--- src/rtl/pwm_steer_pkg.sv ---
package pwm_steer_pkg;

    // Width of the chopping carrier divider field.
    localparam int unsigned CHOP_DIV_W = 8;
    // Full chopping word: divider plus the two side enables.
    localparam int unsigned CHOP_CFG_W = CHOP_DIV_W + 2;

    // Chopping word layout: [9] low-side enable, [8] high-side enable, [7:0] divider.
    typedef struct packed {
        logic                  lo_en;
        logic                  hi_en;
        logic [CHOP_DIV_W-1:0] div;
    } chop_cfg_t;

endpackage

--- src/rtl/pwm_chop_carrier.sv ---
module pwm_chop_carrier #(
    parameter int unsigned DIV_W = 8
) (
    input  logic             clk_i,
    input  logic             rst_ni,
    input  logic [DIV_W-1:0] div_i,
    output logic             carrier_o
);

    localparam int unsigned CNT_W = DIV_W + 1;

    typedef struct packed {
        logic [CNT_W-1:0] cnt;
        logic             car;
    } car_state_t;

    car_state_t st_d, st_q;
    logic [CNT_W-1:0] half_lim;

    // Each half period lasts 2*(div+1) cycles.
    assign half_lim = {div_i, 1'b1};

    always_comb begin
        st_d = st_q;
        if (st_q.cnt >= half_lim) begin
            st_d.cnt = '0;
            st_d.car = ~st_q.car;
        end else begin
            st_d.cnt = st_q.cnt + 1'b1;
        end
    end

    always_ff @(posedge clk_i or negedge rst_ni) begin
        if (!rst_ni) begin
            st_q.cnt <= '0;
            st_q.car <= 1'b1;
        end else begin
            st_q <= st_d;
        end
    end

    assign carrier_o = st_q.car;

endmodule

--- src/rtl/pwm_pair_route.sv ---
module pwm_pair_route (
    input  logic raw_hi_i,
    input  logic raw_lo_i,
    input  logic cross_i,
    input  logic dis_hi_i,
    input  logic dis_lo_i,
    input  logic chop_hi_i,
    input  logic chop_lo_i,
    input  logic carrier_i,
    output logic hi_o,
    output logic lo_o
);

    logic sel_hi, sel_lo;
    logic gate_hi, gate_lo;

    always_comb begin
        // Crossover swaps the pair.
        sel_hi  = cross_i ? raw_lo_i : raw_hi_i;
        sel_lo  = cross_i ? raw_hi_i : raw_lo_i;
        // Carrier is ANDed on the pin side, after steering.
        gate_hi = sel_hi & (carrier_i | ~chop_hi_i);
        gate_lo = sel_lo & (carrier_i | ~chop_lo_i);
        // Disable dominates everything.
        hi_o    = gate_hi & ~dis_hi_i;
        lo_o    = gate_lo & ~dis_lo_i;
    end

endmodule

--- src/rtl/pwm_steer_chop.sv ---
module pwm_steer_chop
    import pwm_steer_pkg::*;
#(
    parameter int unsigned NUM_CH = 3
) (
    input  logic                    clk_i,
    input  logic                    rst_ni,
    input  logic [2*NUM_CH-1:0]     pwm_raw_i,
    input  logic [3*NUM_CH-1:0]     steer_cfg_i,
    input  logic [CHOP_CFG_W-1:0]   chop_cfg_i,
    output logic [2*NUM_CH-1:0]     pins_o
);

    localparam int unsigned NPIN    = 2 * NUM_CH;
    localparam int unsigned STEER_W = 3 * NUM_CH;

    typedef struct packed {
        logic [STEER_W-1:0] steer;
        chop_cfg_t          chop;
        logic [NPIN-1:0]    pins;
    } state_t;

    state_t state_d, state_q;

    logic               carrier;
    logic [NPIN-1:0]    routed;
    logic [STEER_W-1:0] steer_q;
    logic               chop_hi_q;
    logic               chop_lo_q;

    assign steer_q   = state_q.steer;
    assign chop_hi_q = state_q.chop.hi_en;
    assign chop_lo_q = state_q.chop.lo_en;

    pwm_chop_carrier #(
        .DIV_W (CHOP_DIV_W)
    ) u_carrier (
        .clk_i     (clk_i),
        .rst_ni    (rst_ni),
        .div_i     (state_q.chop.div),
        .carrier_o (carrier)
    );

    // One routing slice per channel; crossover bits run from the last
    // channel at the lowest crossover index up to the first channel.
    for (genvar c = 0; c < NUM_CH; c++) begin : g_ch
        pwm_pair_route u_route (
            .raw_hi_i  (pwm_raw_i[2*c]),
            .raw_lo_i  (pwm_raw_i[2*c+1]),
            .cross_i   (state_q.steer[NPIN + NUM_CH - 1 - c]),
            .dis_hi_i  (state_q.steer[2*c]),
            .dis_lo_i  (state_q.steer[2*c+1]),
            .chop_hi_i (state_q.chop.hi_en),
            .chop_lo_i (state_q.chop.lo_en),
            .carrier_i (carrier),
            .hi_o      (routed[2*c]),
            .lo_o      (routed[2*c+1])
        );
    end

    always_comb begin
        state_d       = state_q;
        state_d.steer = steer_cfg_i;
        state_d.chop  = chop_cfg_t'(chop_cfg_i);
        state_d.pins  = routed;
    end

    always_ff @(posedge clk_i or negedge rst_ni) begin
        if (!rst_ni) begin
            state_q <= '0;
        end else begin
            state_q <= state_d;
        end
    end

    assign pins_o = state_q.pins;

endmodule

--- config.mk ---
export PLATFORM = sky130hd
export DESIGN_NAME = pwm_steer_chop
export DESIGN_NICKNAME = d
export VERILOG_FILES = /design/src/rtl/pwm_steer_pkg.sv /design/src/rtl/pwm_chop_carrier.sv /design/src/rtl/pwm_pair_route.sv /design/src/rtl/pwm_steer_chop.sv
export SDC_FILE = /design/constraint.sdc
export NUM_CORES = 1
export LEC_CHECK = 0
export BUFFER_PORTS_ARGS = -buffer_cell sky130_fd_sc_hd__buf_2
export CAP_MARGIN = 20
export CORE_ASPECT_RATIO = 0.6
export CORE_MARGIN = 2
export CORE_UTILIZATION = 51
export CTS_CLUSTER_DIAMETER = 30
export DETAILED_ROUTE_END_ITERATION = 7
export GPL_ROUTABILITY_DRIVEN = 0
export GPL_TIMING_DRIVEN = 0
export PLACE_DENSITY = 0.77
export SLEW_MARGIN = 20
export SYNTH_ARGS = -nofsm -noshare
export SYNTH_HDL_FRONTEND = slang
export SYNTH_SLANG_ARGS = --single-unit
--- constraint.sdc ---
create_clock -name clk_i -period 1.96 [get_ports clk_i]
set_clock_uncertainty 0.05 [all_clocks]
set_input_delay 0.392 -clock clk_i [delete_from_list [all_inputs] [get_ports clk_i]]
set_output_delay 0.392 -clock clk_i [all_outputs]
set_load 0.02 [all_outputs]
== Yosys cells after proc, flatten, opt, wreduce, memory -nomap -nowiden ==
Index checks and enable logic that the tools add are counted.
Storage, ports and cells
  register bits after elaboration: 35
  input bits: 27
  output and inout port bits: 6
  word-level logic and storage cells: 39
Cells by class
  $add $sub $neg: 1
  $lt $le $gt $ge: 1
  mux-type cells: 7
  bitwise gates (word level): 23
Operator list (count)
  1-bit AND: 12
  9-bit by 1-bit adder with 9-bit output (second input constant): 1
  9-bit >= comparator: 1
  9-bit two-way mux: 1
  1-bit inverter: 9
  1-bit two-way mux: 6
  1-bit bitwise OR: 2

== Depth between registers and ports, before layout ==
Gate-level depths: netlist of the first run.
  word-level depth: 4
  mapped depth: 7
  gate-level depth less buffers: 7

== By module ==
From an unflattened synthesis of the first run, not the netlist that was laid out.
Unflattened totals
  cells, all modules: 112
  area total of the unflattened synthesis: 1457.6 sq um
Modules (own cells, without submodules)
  pwm_steer_chop: times used 1, cells an instance 31, area each 670.6 sq um, seq. area each 625.6 sq um
  pwm_chop_carrier: times used 1, cells an instance 63, area each 629.4 sq um, seq. area each 251.5 sq um
  pwm_pair_route: times used 3, cells an instance 6, area each 52.6 sq um, seq. area each 0.0 sq um

== Worst setup path after synthesis of the first run ==
Ideal clock, no wire load.
  path kind: register to register
  start point: register u_carrier.st_q[8] (netlist name)
  end point: register u_carrier.st_q (netlist bit u_carrier.carrier_o)
  setup time: 85 ps
  data arrival time: 1414 ps
  data required time: 1825 ps
  setup slack: 411 ps
  cell stages (with the launch flop): 6
  path buffers: 0
  clock period less this slack: 1549 ps
  cells stage by stage: dfrtp_1 -> ha_1 -> a21o_1 -> a221oi_2 -> nand2_2 -> xor2_1
Between the ends
  cells in the longest elaborated chain, start to end: 1
RTL lines
  start: declaration: RTL line pwm_chop_carrier.sv:17  | car_state_t st_d, st_q;
  start signal: assignment: RTL line pwm_chop_carrier.sv:38  | st_q <= st_d;
  9-bit >= comparator: RTL line pwm_chop_carrier.sv:25  | if (st_q.cnt >= half_lim) begin
No other way between the ends.
A chain may end at the register's enable or synchronous reset.

== Worst setup path in the final report of the first run ==
Ends and elaborated chain as after synthesis.

==> reports/metrics.csv, run 1 <==
metric,value,unit
outcome,completed,
"critical path fanouts, max",9,
die area,3165,sq um
hpwl dp,1785,microns
Max Cap Viol,0,
WS Path Type,flop to flop,
final net count,183,
fillers,190,
post-route cell area,1697,sq um
worst vdd ir,0.6328,mV
# clock sinks,35,
"Net Count, Synth",144,
pwr/cell area,1170,nW/um^2
final hold violations,0,
Final Slew Violations,0,
Antenna Violating Nets Remaining,0,
n_diodes,0,
Synth-to-Final Area Change,22.38,%
Initial Utilization,54.58,%
static leakage,0.9021,nW
Fin Setup TNS,0,ns
CTS tree,built,
Worst Path Arrival,1.85,ns
CP required,2.12,ns
Max Fclk,590.5,MHz
Netlist cell types,22,
H-Tree Depth,2,
Final setup viols,0,
final std cells w/o fill,180,
Die Wd,71.31,microns
fin crit share,86.41,%
Rows,14,
Period minus WS final,1.694,ns
Die Span Y,44.39,microns
multi-input combinational cell area,430.4,sq um
largest net degree at the start of global routing,36,
Synth Cell Area,1386,sq um
first-pass GRT wire length,4002,microns
initial antenna violation count,0,
Routed WL,2355,microns
yosys warns,0,
Worst-path clk slew,0.07,ns
Reg area,877.1,sq um
core area,2540,sq um
register area share after synthesis,63.27,%
vias per cell,4.728,
Worst Setup End Kind,flop,
wire per inst,13.08,microns
# IOs,33,
unrepaired setup endpoints after global routing,no,
port bufs,32,
initial DRC count,34,
#FFs+latches synth,35,
DP Cell Count,172,
worst hold margin,0.1104,ns
number of global-route vias before repair,888,
drt drc,0,
cts bufs inserted,5,
DR pass1 iterations,4,
Total GRT Usage,17.52,%
"leading cell type in the layout, fill and taps excluded",dfrtp_1,
worst hold path class,primary input to asynchronous set/reset pin,
gr ovfl total,0,
Longest Clk Path Bufs,2,
Post-Synthesis Cells,108,
Post-DP Area,1587,sq um
DR vias,851,
worst-skew pair later-pin latency,0.28,ns
Final Util,66.80,%
hold buffer count at CTS,0,
Worst Tran Pin Value,0.7322,ns
CTS resizes,0,
syn avg cell area,12.84,sq um
Worst setup SP type,flop,
clock root cell,clkbuf_8,
Worst slew margin,51.18,%
layout cell share with drive strength beyond 1,33.78,%
"commonest cells after routing, fill and taps aside","dfrtp_1, buf_2, nor2_1",
post-CTS setup buffers,0,
==> routing by layer <==
metal  GRT usage (%)  routed length (microns)
met1           24.05                     1124
met5               0                        0
met4           6.792                       29
met3           6.378                      137
met2           25.93                     1063
==> kinds of logic after synthesis <==
logic type | after synthesis | synth area share, %
buf+inv | 15 | 5.686
fa+ha+maj | 9 | 8.123
compound gates | 6 | 3.610
mux | 6 | 4.332
simple gates | 29 | 9.929
xor+xnor | 8 | 5.054
flops | 35 | 63.27
==> worst paths after layout <==
check / cells after the start / startpoint / endpoint / slack, ns
setup / recovery: 5 / u_carrier.st_q[8] / u_carrier.carrier_o / 0.27
hold / removal: 1 / rst_ni / state_q[9] / 0.11
setup reg to reg: 5 / u_carrier.st_q[8] / u_carrier.carrier_o / 0.27
hold reg to reg: 1 / steer_q[5] / pins_o[5] / 0.35
max in group asynchronous: 1 / rst_ni / u_carrier.st_q[1] / 1.27
min in group clk_i: 1 / chop_cfg_i[1] / state_q[7] / 0.16
==> cell usage after synthesis, drive strengths merged <==
library cell  instances  area share [%]
a221oi                1             1.1
nor2b                 2            0.90
xor2                  5             3.2
mux2i                 6             4.3
and3                  2            0.99
inv                   9             2.4
nor2                 10             2.7
a21o                  1            0.54
nand2                 3            0.99
dfrtp                34              61
nand3                 6             2.2
o22ai                 1            0.45
a21oi                 2            0.99
dfstp                 1             1.9
nor3                  6             2.2
xnor2                 3             1.9
buf                   6             3.2
ha                    9             8.1
o211ai                1            0.54
==> sequential cells by signal, summed over array words and instances, names as in the netlist <==
name and cells:
chop_lo_q 1, chop_hi_q 1, u_carrier.st_q 9, state_q 8
u_carrier.carrier_o 1, steer_q 9, pins_o 6
==> power by group <==
group,internal (W),switching [W]
combinational,0.000197,0.000215
clock,0.000379,0.000254
sequential,0.000840,0.000101
total,0.00142,0.000570
==> critical path, cell delays in order (launching register included) <==
cell      delay (ns)
dfrtp_1         0.42
ha_1            0.31
a21o_1          0.17
a221oi_2        0.31
nand2_2         0.18
xor2_1          0.18
==> stage by stage <==
| step | power (W) | setup slack (ns) |
|---|---|---|
| 3_3_place_gp | 0.001333 | 0.2909 |
| 4_1_cts | 0.002010 | 0.2664 |
| 3_5_place_dp | 0.001370 | 0.2770 |
| 2_1_floorplan | 0.001223 | 0.4114 |
| 6_report | 0.001986 | 0.2664 |
| 5_1_grt | 0.002114 | 0.1560 |
==> layout make-up <==
class,instances,share of cell area [%]
Multi-Input combinational cell,58,25.37
Inverter,9,1.991
Buffer,6,2.655
Clock buffer,6,4.277
Clock inverter,2,2.212
Sequential cell,35,51.70
Tap cell,32,2.360
Timing Repair Buffer,32,9.440
Power figures use the tool's default switching activity.
==> run 2, diff against run 1 <==
--- a/config.mk
+++ b/config.mk
@@ -15,6 +15,7 @@
 export GPL_ROUTABILITY_DRIVEN = 0
 export GPL_TIMING_DRIVEN = 0
 export PLACE_DENSITY = 0.77
+export REMOVE_ABC_BUFFERS = 1
 export SLEW_MARGIN = 20
 export SYNTH_ARGS = -nofsm -noshare
 export SYNTH_HDL_FRONTEND = slang
==> run 2 against run 1 <==
Against the previous run:
- flip-flop and latch count is the same
- critical path depth is the same
- die area is the same
- sequential share of layout area grew 1.2 points
- clock power grew 3.3%
- fmax shrank 1.9%
- routed wire length shrank 1.8%
- first-iteration DRC count shrank 56%
- design area shrank 2.2%
- sequential power shrank 0.4%
==> reports/metrics.csv, run 2 (synthesis results as in run 1) <==
metric,value,unit
outcome,completed,
CP required,2.11,ns
Worst slew margin,51.24,%
Post-DP Area,1541,sq um
WS Path Type,flop to flop,
worst hold margin,0.1193,ns
CTS tree,built,
post-route cell area,1659,sq um
Sw Pwr,0.0005477,W
Max Cap Viol,0,
FF-to-FF setup slack,0.23,ns
core area,2540,sq um
Worst setup SP type,flop,
DP Cell Count,166,
Total GRT Usage,16.76,%
Antenna Violating Nets Remaining,0,
final std cells w/o fill,174,
gr ovfl total,0,
Die Wd,71.31,microns
Int Power,0.001435,W
largest net degree at the start of global routing,36,
cts bufs inserted,5,
post-CTS setup buffers,0,
Period minus WS final,1.727,ns
final net count,177,
fillers,195,
Reg area,877.1,sq um
CTS resizes,0,
DR pass1 iterations,4,
"slowest stage delay, CP",0.43,ns
Initial Utilization,54.58,%
Combinational Power Share,19.8,%
number of global-route vias before repair,857,
initial antenna violation count,0,
Worst-path clk slew,0.07,ns
port bufs,32,
"Slowest-stage cell, CP",dfrtp_1,
H-Tree Depth,2,
initial DRC count,15,
Longest Clk Path Bufs,2,
clock root cell,clkbuf_8,
die area,3165,sq um
n_diodes,0,
final hold violations,0,
Max Fclk,579.0,MHz
Final Slew Violations,0,
Rows,14,
# IOs,33,
Final setup viols,0,
Worst Tran Pin Value,0.7314,ns
# clock sinks,35,
Routed WL,2313,microns
multi-input combinational cell area,430.4,sq um
"leading cell type in the layout, fill and taps excluded",dfrtp_1,
unrepaired setup endpoints after global routing,no,
Reg power frac,47.2,%
"commonest cells after routing, fill and taps aside","dfrtp_1, buf_2, nor2_1",
R2R depth,5,
drt drc,0,
Synth-to-Final Area Change,19.67,%
worst hold path class,primary input to asynchronous set/reset pin,
static leakage,0.8804,nW
vias per cell,4.799,
worst-skew pair later-pin latency,0.28,ns
Clk pwr share,33.0,%
worst vdd ir,0.8590,mV
DR vias,835,
wire per inst,13.29,microns
Worst Path Arrival,1.88,ns
fin crit share,88.11,%
hpwl dp,1749,microns
hold buffer count at CTS,0,
layout cell share with drive strength beyond 1,31.69,%
pwr/cell area,1195,nW/um^2
Fin Setup TNS,0,ns
Worst Setup End Kind,flop,
Die Span Y,44.39,microns
CP cell instances,ha_1 -> and3_1 -> a221oi_2 -> nand2_2 -> xor2_1,
first-pass GRT wire length,3781,microns
"critical path fanouts, max",9,
Sw Share,27.62,%
-- run 2: critical path, delay by kind of cell, from the launching register on --
family | cells | cell delay, ns
AO/OA/AOI/OAI | 1 | 0.28
XOR/XNOR | 1 | 0.18
adder cells (fa/ha/maj) | 1 | 0.29
flip-flops | 1 | 0.43
AND/OR/NAND/NOR | 2 | 0.41
-- run 2: worst paths after layout --
path / startpoint / endpoint
setup / recovery: u_carrier.st_q[7] / u_carrier.carrier_o
hold / removal: rst_ni / steer_q[3]
setup reg to reg: u_carrier.st_q[7] / u_carrier.carrier_o
hold reg to reg: steer_q[3] / pins_o[3]
max in group asynchronous: rst_ni / u_carrier.st_q[2]
min in group clk_i: steer_cfg_i[0] / steer_q[0]
-- run 2: per-layer routing --
layer / share of wire (%) / vias to the layer above / global-route usage, % / routed length [microns]
li1: - / 416 / - / -
met1: 46 / 396 / 21.49 / 1068
met2: 47 / 19 / 25.74 / 1090
met3: 4.9 / 4 / 7.062 / 114
met4: 1.7 / 0 / 6.792 / 40
met5: 0 / - / 0 / 0
-- run 2: metrics by stage --
step                      total power, W  setup slack (ns)  utilization (%)
after floorplan                 0.001204            0.4114                -
after global placement          0.001320            0.2954            60.69
after detailed placement        0.001343            0.2351            60.69
after CTS                       0.002003            0.2220            65.32
after global routing            0.002111            0.1246            65.32
final                           0.001983            0.2330            65.32
-- run 2: layout make-up --
type                            instances  area share (%)
Clock buffer                            6           4.977
Clock inverter                          2           2.112
Multi-Input combinational cell         58           25.94
Inverter                                9           2.036
Timing Repair Buffer                   32           9.653
Tap cell                               32           2.413
Sequential cell                        35           52.87
-- run 2: power groups by stage --
stage	Combinational [W]	Sequential, W	Clock (W)
floorplan	0.000258	0.000946	0
global placement	0.000375	0.000945	0
detailed placement	0.000393	0.000950	0
CTS	0.000399	0.000938	0.000665
global route	0.000446	0.000954	0.000711
finish	0.000392	0.000937	0.000654
==> run 3, diff against run 2 <==
==> constraint.sdc (replaced) <==
create_clock -name clk_i -period 1.96 [get_ports clk_i]
set_clock_uncertainty 0.05 [all_clocks]
set_input_delay 0.098 -clock clk_i [delete_from_list [all_inputs] [get_ports clk_i]]
set_output_delay 0.098 -clock clk_i [all_outputs]
set_load 0.02 [all_outputs]
==> run 3 against run 2 <==
Against the previous run:
- worst hold slack worse by 0.031 ns
- combinational power is 8.4% higher
- first-iteration DRC count grew 60%
- cell count grew 11%
- non-clock buffer count grew 20
- design area increased by 12%
- global-route usage is 1.5 points higher
- count of clock-buffer cells in the layout did not move
- via count up 11%
- sequential power rose by 0.5%
- critical endpoint unchanged
==> reports/metrics.csv, run 3 (synthesis results as in run 1) <==
metric,value,unit
outcome,completed,
worst hold path class,primary input to flop,
Antenna Violating Nets Remaining,0,
Die Wd,71.31,microns
largest net degree at the start of global routing,36,
"leading cell type in the layout, fill and taps excluded",dfrtp_1,
fin crit share,88.37,%
CP cell instances,ha_1 -> a21oi_2 -> o22ai_1 -> o211ai_1 -> nand2_2 -> xor2_1,
Longest Clk Path Bufs,2,
worst hold margin,0.08839,ns
FF-to-FF setup slack,0.23,ns
Worst Path Arrival,1.89,ns
hold buffer count at CTS,20,
clock root cell,clkbuf_8,
"slowest stage delay, CP",0.42,ns
"Slowest-stage cell, CP",dfrtp_1,
Final Slew Violations,0,
core area,2540,sq um
unrepaired setup endpoints after global routing,no,
"commonest cells after routing, fill and taps aside","dfrtp_1, buf_2, dlygate4sd3_1",
Initial Utilization,54.58,%
CP required,2.12,ns
Die Span Y,44.39,microns
Worst setup SP type,flop,
cts bufs inserted,5,
die area,3165,sq um
CTS tree,built,
drt drc,0,
post-CTS setup buffers,0,
Max Fclk,577.3,MHz
Overall Power,0.002021,W
worst path bufs/invs,0,
hpwl dp,1749,microns
initial DRC count,24,
wire per inst,13.19,microns
CTS resizes,0,
number of global-route vias before repair,945,
WS Path Type,flop to flop,
n_diodes,0,
Routed WL,2558,microns
Worst slew margin,51.22,%
final net count,197,
layout cell share with drive strength beyond 1,27.78,%
Synth-to-Final Area Change,34.12,%
final std cells w/o fill,194,
initial antenna violation count,0,
Worst-path clk slew,0.07,ns
"critical path fanouts, max",9,
fillers,166,
# clock sinks,35,
Worst Setup End Kind,flop,
H-Tree Depth,2,
DP Cell Count,166,
Worst Tran Pin Value,0.7317,ns
final hold violations,0,
worst vdd ir,0.8530,mV
# IOs,33,
first-pass GRT wire length,4133,microns
"delay-heaviest family, CP",compound AO/OA/AOI/OAI gates,
Period minus WS final,1.732,ns
gr ovfl total,0,
worst-skew pair later-pin latency,0.28,ns
Total GRT Usage,18.24,%
Rows,14,
DR vias,926,
pwr/cell area,1087,nW/um^2
Fin Setup TNS,0,ns
static leakage,0.9639,nW
Final Util,73.20,%
Final setup viols,0,
vias per cell,4.773,
port bufs,32,
DR pass1 iterations,4,
Max Cap Viol,0,
## run 3: area by class of cell
class	count	area [sq um]	area share (%)
clock buffer	6	82.58	4.441
inverter	9	33.78	1.817
multi-input combinational	58	430.4	23.15
timing repair buffer	52	360.3	19.38
clock inverter	2	35.03	1.884
sequential	35	877.1	47.17
tap	32	40.04	2.153
## run 3: final timing paths
kind / from / endpoint / depth (start not counted)
max: u_carrier.st_q[4] / u_carrier.carrier_o / 6
min: pwm_raw_i[2] / pins_o[2] / 3
max reg2reg: u_carrier.st_q[4] / u_carrier.carrier_o / 6
min reg2reg: steer_q[3] / pins_o[3] / 1
max in group asynchronous: rst_ni / u_carrier.st_q[7] / 2
min in group asynchronous: rst_ni / state_q[7] / 2
## run 3: through the flow
step           cell area, sq um  worst slack [ns]
5_1_grt                    1859            0.1191
4_1_cts                    1859            0.2220
3_3_place_gp               1541            0.2954
3_5_place_dp               1541            0.2351
6_report                   1859            0.2279
2_1_floorplan              1341            0.4114
## run 3: power breakdown
group	switching (W)	internal (W)
sequential	0.000102	0.000840
clock	0.000243	0.000411
combinational	0.000215	0.000210
## run 3: tightest hold or removal path, stage by stage
cell and delay, ns:
buf_2 0.11, mux2i_1 0.12, nor3_1 0.06
## run 3: routing by layer
| metal | vias up | part of all wire (%) | GRT usage, % |
|---|---|---|---|
| met5 | - | 0 | 0 |
| met4 | 0 | 1.6 | 6.792 |
| met3 | 5 | 4.3 | 6.834 |
| met2 | 20 | 50 | 29.81 |
| met1 | 447 | 45 | 22.71 |
| li1 | 454 | - | - |
